### config.mk
export PLATFORM = sky130hd
export DESIGN_NAME = xing_matrix_drv
export DESIGN_NICKNAME = d
export VERILOG_FILES = /design/src/rtl/xing_pkg.sv /design/src/rtl/xing_row_scan.sv /design/src/rtl/xing_pat_sel.sv /design/src/rtl/xing_bitmap_rom.sv /design/src/rtl/xing_matrix_drv.sv
export SDC_FILE = /design/constraint.sdc
export NUM_CORES = 1
export LEC_CHECK = 0
export ABC_AREA = 1
export CAP_MARGIN = 20
export CORE_UTILIZATION = 57
export DETAILED_ROUTE_END_ITERATION = 10
export GPL_TIMING_DRIVEN = 0
export PLACE_DENSITY = 0.94
export SYNTH_ARGS = -nofsm -noshare
export SYNTH_HDL_FRONTEND = slang
export SYNTH_HIERARCHICAL = 1
export SYNTH_SLANG_ARGS = --single-unit
### constraint.sdc
create_clock -name clk -period 5 [get_ports clk]
set_clock_uncertainty 0.15 [all_clocks]
set_input_delay 0.75 -clock clk [delete_from_list [all_inputs] [get_ports clk]]
set_output_delay 0.75 -clock clk [all_outputs]
set_load 0.005 [all_outputs]
### src/rtl/xing_pkg.sv
// Package xing_pkg
// Shared types and pixel geometry for the intersection pictogram scanner.
// Assumes a square matrix of at least 16 rows. The geometry scales about the centre.
package xing_pkg;

    // Arrow overlay chosen for a frame
    typedef enum logic [1:0] {
        PAT_NONE = 2'd0,
        PAT_EW   = 2'd1,
        PAT_NS   = 2'd2
    } pat_e;

    localparam logic [1:0] GREEN_EW = 2'b01;
    localparam logic [1:0] GREEN_NS = 2'b10;

    // Outline pixel: edges of two crossing roads, open in the middle
    function automatic logic outline_px(input int dim, input int r, input int c);
        int lo;
        int hi;
        logic horiz;
        logic vert;
        lo = dim / 2 - 3;
        hi = dim / 2 + 2;
        horiz = ((r == lo) || (r == hi)) && ((c <= lo) || (c >= hi));
        vert  = ((c == lo) || (c == hi)) && ((r <= lo) || (r >= hi));
        return horiz || vert;
    endfunction

    // Horizontal double-headed arrow pixel
    function automatic logic ew_px(input int dim, input int r, input int c);
        int mid;
        mid = dim / 2 - 1;
        if (r == mid)
            return (c >= 2) && (c <= dim - 3);
        else if ((r == mid - 1) || (r == mid + 1))
            return (c == 3) || (c == dim - 4);
        else
            return 1'b0;
    endfunction

    // Vertical arrow: the horizontal one transposed
    function automatic logic ns_px(input int dim, input int r, input int c);
        return ew_px(dim, c, r);
    endfunction

    // Map controller state to an overlay; the override wins
    function automatic pat_e decode_pat(input logic [1:0] green, input logic prio);
        if (prio)
            return PAT_NONE;
        else if (green == GREEN_EW)
            return PAT_EW;
        else if (green == GREEN_NS)
            return PAT_NS;
        else
            return PAT_NONE;
    endfunction

endpackage

### src/rtl/xing_row_scan.sv
// Module xing_row_scan
// Keeps the row index of the scan. A tick moves to the row that will be shown next.
// The first tick after reset shows row 0 and sets the running flag.
// Assumes scan_tick is a synchronous single-cycle pulse.
module xing_row_scan #(
    parameter int DIM = 16,
    parameter int RW  = $clog2(DIM)
) (
    input  logic          clk,
    input  logic          rst_n,
    input  logic          scan_tick,
    output logic [RW-1:0] next_row,
    output logic          frame_load,
    output logic          started
);
    localparam logic [RW-1:0] LAST_ROW = RW'(DIM - 1);

    logic [RW-1:0] row_q;

    // Next row to display: row 0 before the first tick and after the last row
    always_comb begin
        if (!started || (row_q == LAST_ROW))
            next_row = '0;
        else
            next_row = row_q + 1'b1;
    end

    // A tick that shows row 0 opens a new frame
    assign frame_load = scan_tick && (next_row == '0);

    // Register the displayed row and the running flag
    always_ff @(posedge clk) begin
        if (!rst_n) begin
            row_q   <= '0;
            started <= 1'b0;
        end else if (scan_tick) begin
            row_q   <= next_row;
            started <= 1'b1;
        end
    end

    AST_ROW_WRAP: assert property (@(posedge clk) disable iff (!rst_n)
        (scan_tick && started && row_q == LAST_ROW) |=> (row_q == '0));

    AST_ROW_STEP: assert property (@(posedge clk) disable iff (!rst_n)
        (scan_tick && started && row_q != LAST_ROW) |=> (row_q == $past(row_q) + 1'b1));

    AST_FIRST_ROW: assert property (@(posedge clk) disable iff (!rst_n)
        (scan_tick && !started) |=> (row_q == '0 && started));

endmodule

### src/rtl/xing_pat_sel.sv
// Module xing_pat_sel
// Holds the overlay chosen for the current frame. The inputs are sampled only on the frame-start load.
// During the load cycle the fresh choice passes straight through, so row 0 already uses it.
// Assumes green_dir and prio_hold are synchronous to clk.
module xing_pat_sel
    import xing_pkg::*;
(
    input  logic       clk,
    input  logic       rst_n,
    input  logic       load,
    input  logic [1:0] green_dir,
    input  logic       prio_hold,
    output pat_e       pat_eff
);
    pat_e pat_q;
    pat_e pat_new;

    // Decode the controller state into an overlay choice
    assign pat_new = decode_pat(green_dir, prio_hold);

    // The row being loaded now uses the fresh choice only at frame start
    assign pat_eff = load ? pat_new : pat_q;

    // Latch the choice for the remaining rows of the frame
    always_ff @(posedge clk) begin
        if (!rst_n)
            pat_q <= PAT_NONE;
        else if (load)
            pat_q <= pat_new;
    end

    AST_PRIO_BLANKS: assert property (@(posedge clk) disable iff (!rst_n)
        (load && prio_hold) |=> (pat_q == PAT_NONE));

    AST_EW_TAKEN: assert property (@(posedge clk) disable iff (!rst_n)
        (load && !prio_hold && green_dir == GREEN_EW) |=> (pat_q == PAT_EW));

    AST_MIDFRAME_HOLD: assert property (@(posedge clk) disable iff (!rst_n)
        (!load && !$stable(green_dir)) |=> $stable(pat_q));

endmodule

### src/rtl/xing_bitmap_rom.sv
// Module xing_bitmap_rom
// Combinational row lookup of the outline and of both arrow overlays.
// Every pixel is computed from the geometry functions, so no table is stored.
// Assumes row_i < DIM.
module xing_bitmap_rom
    import xing_pkg::*;
#(
    parameter int DIM = 16,
    parameter int RW  = $clog2(DIM)
) (
    input  logic [RW-1:0]  row_i,
    output logic [DIM-1:0] base_o,
    output logic [DIM-1:0] ew_o,
    output logic [DIM-1:0] ns_o
);
    // One pixel generator per column for each image layer
    for (genvar c = 0; c < DIM; c++) begin : g_col
        assign base_o[c] = outline_px(DIM, int'(row_i), c);
        assign ew_o[c]   = ew_px(DIM, int'(row_i), c);
        assign ns_o[c]   = ns_px(DIM, int'(row_i), c);
    end

endmodule

### src/rtl/xing_matrix_drv.sv
// Module xing_matrix_drv
// Row-scanning driver for the intersection pictogram. On each scan tick it registers
// a one-hot row select and the column pixels: the outline ORed with the arrow
// chosen for the frame. Outputs are blank from reset until the first tick.
// Assumes scan_tick is a single-cycle pulse synchronous to clk.
module xing_matrix_drv
    import xing_pkg::*;
#(
    parameter int DIM = 16
) (
    input  logic           clk,
    input  logic           rst_n,
    input  logic           scan_tick,
    input  logic [1:0]     green_dir,
    input  logic           prio_hold,
    output logic [DIM-1:0] row_sel,
    output logic [DIM-1:0] col_data
);
    localparam int RW = $clog2(DIM);
    localparam logic [DIM-1:0] ONE_HOT0 = {{(DIM-1){1'b0}}, 1'b1};

    logic [RW-1:0]  next_row;
    logic           frame_load;
    logic           started;
    pat_e           pat_eff;
    logic [DIM-1:0] base_row;
    logic [DIM-1:0] ew_row;
    logic [DIM-1:0] ns_row;
    logic [DIM-1:0] arrow_row;

    xing_row_scan #(.DIM(DIM), .RW(RW)) u_scan (
        .clk        (clk),
        .rst_n      (rst_n),
        .scan_tick  (scan_tick),
        .next_row   (next_row),
        .frame_load (frame_load),
        .started    (started)
    );

    xing_pat_sel u_pat (
        .clk       (clk),
        .rst_n     (rst_n),
        .load      (frame_load),
        .green_dir (green_dir),
        .prio_hold (prio_hold),
        .pat_eff   (pat_eff)
    );

    xing_bitmap_rom #(.DIM(DIM), .RW(RW)) u_rom (
        .row_i  (next_row),
        .base_o (base_row),
        .ew_o   (ew_row),
        .ns_o   (ns_row)
    );

    // Pick the arrow layer for the frame, or none
    always_comb begin
        case (pat_eff)
            PAT_EW:  arrow_row = ew_row;
            PAT_NS:  arrow_row = ns_row;
            default: arrow_row = '0;
        endcase
    end

    // Register the row select and the composed column word on each tick
    always_ff @(posedge clk) begin
        if (!rst_n) begin
            row_sel  <= '0;
            col_data <= '0;
        end else if (scan_tick) begin
            row_sel  <= ONE_HOT0 << next_row;
            col_data <= base_row | arrow_row;
        end
    end

    AST_BLANK_UNTIL_TICK: assert property (@(posedge clk) disable iff (!rst_n)
        !started |-> (row_sel == '0 && col_data == '0));

    AST_ROW_ONEHOT: assert property (@(posedge clk) disable iff (!rst_n)
        started |-> $onehot(row_sel));

    AST_HOLD_NO_TICK: assert property (@(posedge clk) disable iff (!rst_n)
        !scan_tick |=> ($stable(row_sel) && $stable(col_data)));

    AST_OUTLINE_KEPT: assert property (@(posedge clk) disable iff (!rst_n)
        scan_tick |=> ((col_data & $past(base_row)) == $past(base_row)));

endmodule

==> results_tabular.tex, run 1 <==
\begin{tabular}{lr}
\hline
Metric & Value \\
\hline
\multicolumn{2}{l}{\textbf{Status}} \\
Outcome & completed \\
\multicolumn{2}{l}{\textbf{Clock tree}} \\
Clock Path Buffers & 2 \\
Number of levels the H-tree was split into & 2 \\
CTS sink count & 39 \\
Setup fix buffers added after clock tree synthesis & 0 \\
Number of hold-repair buffers added at the cts stage & 0 \\
Num CTS Buffers & 5 \\
Resized cells post-CTS & 0 \\
TritonCTS clock tree & yes \\
Worst skew pair latency & 0.29 ns \\
Cell at the root of the clock tree & sky130\_fd\_sc\_hd\_\_clkbuf\_8 \\
Reg clk slew, reported paths & 0.08 ns \\
\multicolumn{2}{l}{\textbf{Global routing}} \\
Initial antenna violation count & 0 \\
Total global-route track usage & 26.21\% \\
Largest net degree at the start of global routing & 15 \\
First-pass GRT wire length & 8687 um \\
Via count of the first global-routing pass & 2,023 \\
Grt met3 use & 4.861\% \\
Met2 layer usage reported by global route & 44.59\% \\
Busiest layer in global routing & met2 \\
Met1 track utilization from global routing & 31.87\% \\
Global route total overflow & 0 \\
\multicolumn{2}{l}{\textbf{Yosys}} \\
Mean post-synth cell area & 6.548 um2 \\
FF+latch count, synth & 39 \\
Top\_reg\_cell synth & sky130\_fd\_sc\_hd\_\_dfxtp\_1 \\
Cell count after synthesis & 351 \\
Share of async-settable or async-resettable flops after synthesis & 0\% \\
Portion of the post-synthesis area used by sequential elements & 33.97\% \\
Leading cell types by total area after synthesis & sky130\_fd\_sc\_hd\_\_dfxtp\_1, sky130\_fd\_sc\_hd\_\_nand2\_1, sky130\_fd\_sc\_hd\_\_buf\_4 \\
Area fraction of the dominant cell type after synthesis & 33.97\% \\
Yosys warning total & 6 \\
Area leader, netlist & sky130\_fd\_sc\_hd\_\_dfxtp\_1 \\
Count of distinct cell types in the synthesized netlist & 22 \\
Post-Synthesis Cell Area & 0.002298 mm2 \\
Number of flops mapped to enable cells by yosys & 0 \\
\multicolumn{2}{l}{\textbf{Place}} \\
Number of placed instances, taps included & 456 \\
Pre-CTS WS & 1.363 ns \\
Final estimated routing congestion in global placement & 0.7688 \\
Total placed instance area & 0.002804 mm2 \\
Total half-perimeter wirelength after legalization and detailed placement & 3605 um \\
Number of port buffers & 37 \\
\multicolumn{2}{l}{\textbf{Power}} \\
Power density relative to cell area & 244.9 mW/mm2 \\
Max rail drop VDD & 0.0001852 V \\
Leakage component of the power & 1.384 nW \\
\multicolumn{2}{l}{\textbf{Finish}} \\
Total area of multi-input combinational cells & 0.001105 mm2 \\
Post-route cell area & 0.002922 mm2 \\
Register cell area after layout & 780.7 um2 \\
Non-filler instance count after layout & 464 \\
Layout filler cell count & 280 \\
Fraction of final layout cells with drive strength greater than 1 & 17.07\% \\
Total Nets Final & 424 \\
P\&R area growth vs syn & 27.11\% \\
Antenna fix cells & 0 \\
\multicolumn{2}{l}{\textbf{Detailed routing}} \\
Ratio of routed vias to standard cells & 4.901 \\
Count of antenna-violating nets left after detailed routing & 0 \\
Wire length per cell after detailed routing & 10.98 um \\
Remaining DRCs & 0 \\
First-pass iteration count of the detailed router & 4 \\
Routed wire length & 5095 um \\
Via count & 2,274 \\
First-iteration detailed-routing DRC count & 132 \\
\multicolumn{2}{l}{\textbf{Timing}} \\
Setup repair after global routing missed its margin & no \\
Hold Vio Cnt, Final & 0 \\
Number of max-slew violations in the final report & 0 \\
Minimum period implied by the final worst setup slack & 3.330 ns \\
Max Clock Freq & 300.3 MHz \\
Worst setup slack after layout & 1.670 ns \\
Slew of the pin with the lowest slew margin & 0.6254 ns \\
Slew margin rel. & 58.15\% \\
Final setup vio count & 0 \\
Post-route fraction of the period consumed by the critical path & 66.60\% \\
Post-route setup TNS & 0 ns \\
\multicolumn{2}{l}{\textbf{Critical path}} \\
Kind of critical path & primary input to flop \\
Required time at the endpoint of the critical path & 5.08 ns \\
Data arrival time at the worst-slack endpoint & 3.41 ns \\
Element type at the critical path end & flop \\
Worst-case reg-to-reg path depth & 16 \\
Startpoint kind of the worst setup timing path & primary input \\
Largest fanout on the critical path & 10 \\
\multicolumn{2}{l}{\textbf{Min path}} \\
Classification of the worst-slack hold path & flop to flop \\
Worst hold stages & 2 \\
\multicolumn{2}{l}{\textbf{Job}} \\
Maximum Capacitance Violations & 0 \\
\multicolumn{2}{l}{\textbf{Floorplan}} \\
Initial core utilization & 60.95\% \\
Die outline area & 0.004290 mm2 \\
Die boundary width & 65.50 um \\
Height of the chip & 65.50 um \\
Area of the core & 0.003771 mm2 \\
Number of rows in the core area & 22 \\
Number of placed I/O pins & 38 \\
\hline
\end{tabular}
-- power by group --
part | internal, mW | switching [mW] | total (mW) | leakage (nW)
sequential | 0.323 | 0.00744 | 0.330 | 0.319
clock | 0.161 | 0.112 | 0.274 | 0.0612
combinational | 0.0520 | 0.0596 | 0.112 | 1.00
-- area by class of cell --
| type | instances | area share (%) |
|---|---|---|
| inverter | 26 | 3.340 |
| clock buffer | 6 | 2.827 |
| multi-input combinational | 251 | 37.82 |
| timing repair buffer | 37 | 12.68 |
| clock inverter | 2 | 1.199 |
| sequential | 39 | 26.72 |
| tap | 48 | 2.056 |
| buffer | 55 | 13.36 |
-- cell usage in the layout (no fill, tap or decap), types with 2 or more instances in the layout --
cell                              instances
sky130_fd_sc_hd__a21oi_1                 36
sky130_fd_sc_hd__buf_2                    3
sky130_fd_sc_hd__buf_4                   47
sky130_fd_sc_hd__clkbuf_1                 2
sky130_fd_sc_hd__clkbuf_2                 3
sky130_fd_sc_hd__clkbuf_8                 6
sky130_fd_sc_hd__clkdlybuf4s50_1         37
sky130_fd_sc_hd__conb_1                  21
sky130_fd_sc_hd__dfxtp_1                 39
sky130_fd_sc_hd__ha_1                     3
sky130_fd_sc_hd__inv_1                   21
sky130_fd_sc_hd__inv_2                    5
sky130_fd_sc_hd__nand2_1                109
sky130_fd_sc_hd__nand3_1                 17
sky130_fd_sc_hd__nor2_1                  35
sky130_fd_sc_hd__nor2_2                   2
sky130_fd_sc_hd__o21ai_0                 21
-- metrics by stage --
stage	total power [mW]	utilization, %	hold slack (ns)
4_1_cts	0.7168	77.47	0.3200
3_3_place_gp	0.4427	74.35	0.3051
6_report	0.7154	77.47	0.3193
3_5_place_dp	0.4469	74.35	0.3086
2_1_floorplan	0.4076	-	0.2971
5_1_grt	0.7461	77.47	0.3258
-- flip-flops by register name, summed over array words and instances (netlist names) --
signal,flops
u_scan/row_q,4
row_sel,16
u_pat/pat_q,2
col_data,16
u_scan/started,1
-- critical path, stage by stage --
cell and delay, ns:
sky130_fd_sc_hd__clkdlybuf4s50_1 0.71, sky130_fd_sc_hd__buf_2 0.26, sky130_fd_sc_hd__inv_1 0.07, sky130_fd_sc_hd__nor2_2 0.13, sky130_fd_sc_hd__nand2_1 0.07, sky130_fd_sc_hd__nor2_1 0.11
sky130_fd_sc_hd__inv_1 0.08, sky130_fd_sc_hd__nor2_2 0.09, sky130_fd_sc_hd__nand2_1 0.07, sky130_fd_sc_hd__nand2_1 0.09, sky130_fd_sc_hd__inv_1 0.05, sky130_fd_sc_hd__ha_1 0.27
sky130_fd_sc_hd__inv_1 0.19, sky130_fd_sc_hd__buf_2 0.26, sky130_fd_sc_hd__nand2_1 0.09, sky130_fd_sc_hd__a21oi_1 0.12
-- kinds of logic after synthesis --
kind of cell	after synthesis	synth area share, %
flip-flops	39	33.97
other	1	0.1632
AND/OR/NAND/NOR	167	29.61
AO/OA/AOI/OAI	60	13.39
adder cells (fa/ha/maj)	3	1.633
buffers and inverters	81	21.23
-- Yosys cell counts, types with 2 or more instances --
library cell,count
sky130_fd_sc_hd__ha_1,3
sky130_fd_sc_hd__buf_2,3
sky130_fd_sc_hd__nand3_1,17
sky130_fd_sc_hd__o21ai_0,21
sky130_fd_sc_hd__nor2_2,2
sky130_fd_sc_hd__nor2_1,35
sky130_fd_sc_hd__clkbuf_1,2
sky130_fd_sc_hd__buf_4,47
sky130_fd_sc_hd__nand2_1,109
sky130_fd_sc_hd__dfxtp_1,39
sky130_fd_sc_hd__a21oi_1,36
sky130_fd_sc_hd__inv_2,5
sky130_fd_sc_hd__clkbuf_2,3
sky130_fd_sc_hd__inv_1,21
-- per-layer routing --
layer,vias up,wire [um]
met1,1030,2238
met2,59,2548
met3,12,213
met5,-,0
li1,1173,-
met4,0,95
-- path summary, 6_finish.rpt --
| kind | end | slack (ns) | startpoint |
|---|---|---|---|
| setup / recovery | col_data[7] | 1.67 | scan_tick |
| hold / removal | row_sel[4] | 0.32 | row_sel[4] |
| setup reg to reg | col_data[7] | 2.18 | u_scan/row_q[0] |
| hold reg to reg | row_sel[4] | 0.32 | row_sel[4] |
Power figures use the tool's default switching activity.
==> inputs of run 2 (changes only) <==
--- a/config.mk
+++ b/config.mk
@@ -7,10 +7,10 @@
 export LEC_CHECK = 0
 export ABC_AREA = 1
 export CAP_MARGIN = 20
-export CORE_UTILIZATION = 57
+export CORE_UTILIZATION = 54
 export DETAILED_ROUTE_END_ITERATION = 10
 export GPL_TIMING_DRIVEN = 0
-export PLACE_DENSITY = 0.94
+export PLACE_DENSITY = 0.9
 export SYNTH_ARGS = -nofsm -noshare
 export SYNTH_HDL_FRONTEND = slang
 export SYNTH_HIERARCHICAL = 1
==> constraint.sdc (replaced) <==
create_clock -name clk -period 3.15 [get_ports clk]
set_clock_uncertainty 0.15 [all_clocks]
set_input_delay 0.4725 -clock clk [delete_from_list [all_inputs] [get_ports clk]]
set_output_delay 0.4725 -clock clk [all_outputs]
set_load 0.005 [all_outputs]
==> run 2 against run 1 <==
Compared with the run above: final cell count up 0.43%; combinational power up 56%; power up 45%.
==> results_tabular.tex, run 2 (synthesis gave the netlist of run 1 again) <==
\begin{tabular}{lr}
\hline
Metric & Value \\
\hline
\multicolumn{2}{l}{\textbf{Status}} \\
Outcome & completed \\
\multicolumn{2}{l}{\textbf{Timing}} \\
Number of max-slew violations in the final report & 0 \\
Worst setup slack after layout & 0.4473 ns \\
Final setup vio count & 0 \\
Post-route setup TNS & 0 ns \\
Max Clock Freq & 370.0 MHz \\
Setup repair after global routing missed its margin & no \\
Hold Vio Cnt, Final & 0 \\
Minimum period implied by the final worst setup slack & 2.703 ns \\
Slew margin rel. & 56.92\% \\
Post-route fraction of the period consumed by the critical path & 85.80\% \\
Slew of the pin with the lowest slew margin & 0.6439 ns \\
\multicolumn{2}{l}{\textbf{Clock tree}} \\
Num CTS Buffers & 5 \\
Setup fix buffers added after clock tree synthesis & 0 \\
Cell at the root of the clock tree & sky130\_fd\_sc\_hd\_\_clkbuf\_8 \\
Worst skew pair latency & 0.29 ns \\
Number of hold-repair buffers added at the cts stage & 0 \\
Clock Path Buffers & 2 \\
CTS sink count & 39 \\
Number of levels the H-tree was split into & 2 \\
TritonCTS clock tree & yes \\
Reg clk slew, reported paths & 0.08 ns \\
\multicolumn{2}{l}{\textbf{Min path}} \\
Source of the worst hold timing path & row\_sel[1] \\
Hold path endpoint & row\_sel[1] \\
Worst hold stages & 2 \\
Classification of the worst-slack hold path & flop to flop \\
\multicolumn{2}{l}{\textbf{Critical path}} \\
Largest fanout on the critical path & 10 \\
Required time at the endpoint of the critical path & 3.23 ns \\
Startpoint kind of the worst setup timing path & flop \\
Reg-to-reg startpoint & u\_scan/row\_q[0] \\
End of the worst register-to-register path & col\_data[12] \\
Flop-to-flop setup slack & 0.45 ns \\
Element type at the critical path end & flop \\
Data arrival time at the worst-slack endpoint & 2.78 ns \\
Kind of critical path & flop to flop \\
Worst-case reg-to-reg path depth & 17 \\
\multicolumn{2}{l}{\textbf{Place}} \\
Final estimated routing congestion in global placement & 0.8422 \\
Pre-CTS WS & -0.1925 ns \\
Number of port buffers & 37 \\
Total half-perimeter wirelength after legalization and detailed placement & 3516 um \\
\multicolumn{2}{l}{\textbf{Finish}} \\
Layout filler cell count & 358 \\
Fraction of final layout cells with drive strength greater than 1 & 17.07\% \\
Most common cell after layout, fill and taps aside & sky130\_fd\_sc\_hd\_\_nand2\_1 \\
Most frequent cells in the layout & sky130\_fd\_sc\_hd\_\_nand2\_1, sky130\_fd\_sc\_hd\_\_buf\_4, sky130\_fd\_sc\_hd\_\_dfxtp\_1 \\
Total Nets Final & 424 \\
P\&R area growth vs syn & 26.02\% \\
Antenna fix cells & 0 \\
Biggest regs & col\_data (16), row\_sel (16), u\_scan/row\_q (4) \\
\multicolumn{2}{l}{\textbf{Power}} \\
Switching fraction of total power & 27.52\% \\
Clock network power share & 32.4\% \\
NetSw & 0.2846 mW \\
Register share of total power & 50.7\% \\
Leakage component of the power & 1.373 nW \\
Power density relative to cell area & 357.0 mW/mm2 \\
Combinational group share of total power & 16.9\% \\
Internal Power & 0.7495 mW \\
Max rail drop VDD & 0.0001952 V \\
\multicolumn{2}{l}{\textbf{Global routing}} \\
Total global-route track usage & 23.55\% \\
Via count of the first global-routing pass & 1,906 \\
Global route total overflow & 0 \\
Initial antenna violation count & 0 \\
Largest net degree at the start of global routing & 15 \\
First-pass GRT wire length & 8059 um \\
\multicolumn{2}{l}{\textbf{Detailed routing}} \\
Routed wire length & 4810 um \\
Remaining DRCs & 0 \\
Via count & 2,197 \\
First-iteration detailed-routing DRC count & 133 \\
First-pass iteration count of the detailed router & 4 \\
Count of antenna-violating nets left after detailed routing & 0 \\
Wire length per cell after detailed routing & 10.32 um \\
Ratio of routed vias to standard cells & 4.715 \\
\multicolumn{2}{l}{\textbf{Floorplan}} \\
Number of placed I/O pins & 38 \\
Die outline area & 0.004521 mm2 \\
Height of the chip & 67.24 um \\
Die boundary width & 67.24 um \\
Number of rows in the core area & 23 \\
Area of the core & 0.004058 mm2 \\
Initial core utilization & 56.65\% \\
\multicolumn{2}{l}{\textbf{Job}} \\
Maximum Capacitance Violations & 0 \\
\hline
\end{tabular}
==> run 2: cell count changes in the layout (fill, tap and decap cells not counted), sizes merged <==
cell,previous run,this run
bufinv,1,0
clkdlybuf4s50,37,36
clkinvlp,0,1
dlymetal6s2s,0,1
==> run 2: power groups by stage <==
stage / clock network (mW) / registers (mW) / logic, mW
floorplan: 0 / 0.535 / 0.112
global placement: 0 / 0.535 / 0.168
detailed placement: 0 / 0.536 / 0.173
CTS: 0.342 / 0.524 / 0.173
global route: 0.360 / 0.527 / 0.197
finish: 0.335 / 0.524 / 0.175
==> run 2: how the worst max path moves through the flow <==
stage,start,end,slack (ns)
2_1_floorplan,u_scan/row_q[0],col_data[10],0.74
3_3_place_gp,scan_tick,col_data[6],-0.10
3_5_place_dp,scan_tick,col_data[7],-0.19
4_1_cts,scan_tick,col_data[7],0.13
5_1_grt,u_scan/row_q[0],col_data[10],0.04
6_report,u_scan/row_q[0],col_data[12],0.45
==> run 2: routing by layer <==
metal / GRT usage (%) / vias up / wire (um)
met5: 0 / - / 0
met4: 6.915 / 0 / 57
met3: 5.068 / 7 / 228
met2: 40.63 / 58 / 2321
met1: 29.16 / 963 / 2203
li1: - / 1169 / -
==> run 2: repair_timing <==
| item | 4_1_cts | 5_1_grt |
|---|---|---|
| endpoints found under the setup margin | 0 | 9 |
| resized for setup | 0 | 2 |
| endpoints found under the hold margin | 0 | 0 |
==> run 2: final cells by class <==
class	instances	area (um2)	share of cell area (%)
buffer	55	390.4	13.48
clock buffer	6	72.57	2.505
clock inverter	2	12.51	0.4320
inverter	26	97.59	3.369
multi-input combinational	251	1107	38.23
sequential	39	780.7	26.95
tap	50	62.56	2.160
timing repair buffer	37	372.9	12.87
==> run 2: worst max-delay path, cell delays in order (launching register included) <==
cell                      delay (ns)
sky130_fd_sc_hd__dfxtp_1        0.40
sky130_fd_sc_hd__ha_1           0.23
sky130_fd_sc_hd__nand3_1        0.11
sky130_fd_sc_hd__nand2_1        0.09
sky130_fd_sc_hd__inv_2          0.05
sky130_fd_sc_hd__nand2_2        0.07
sky130_fd_sc_hd__inv_2          0.11
sky130_fd_sc_hd__nor2_1         0.10
sky130_fd_sc_hd__inv_1          0.08
sky130_fd_sc_hd__nor2_2         0.11
sky130_fd_sc_hd__nand2_1        0.08
sky130_fd_sc_hd__nand2_1        0.09
sky130_fd_sc_hd__inv_1          0.05
sky130_fd_sc_hd__ha_1           0.27
sky130_fd_sc_hd__inv_1          0.18
sky130_fd_sc_hd__buf_2          0.26
sky130_fd_sc_hd__nand2_1        0.10
sky130_fd_sc_hd__a21oi_1        0.12
==> run 2: metrics by stage <==
step / power (mW) / cell area (um2) / hold slack, ns / util [%] / std cells
6_report: 1.034 / 2897 / 0.3168 / 71.38 / 466
3_5_place_dp: 0.7087 / 2806 / 0.3065 / 69.16 / 458
4_1_cts: 1.039 / 2892 / 0.3182 / 71.26 / 466
2_1_floorplan: 0.6470 / 2374 / 0.2971 / - / 371
5_1_grt: 1.084 / 2897 / 0.3343 / 71.38 / 466
3_3_place_gp: 0.7029 / 2806 / 0.3044 / 69.16 / 458
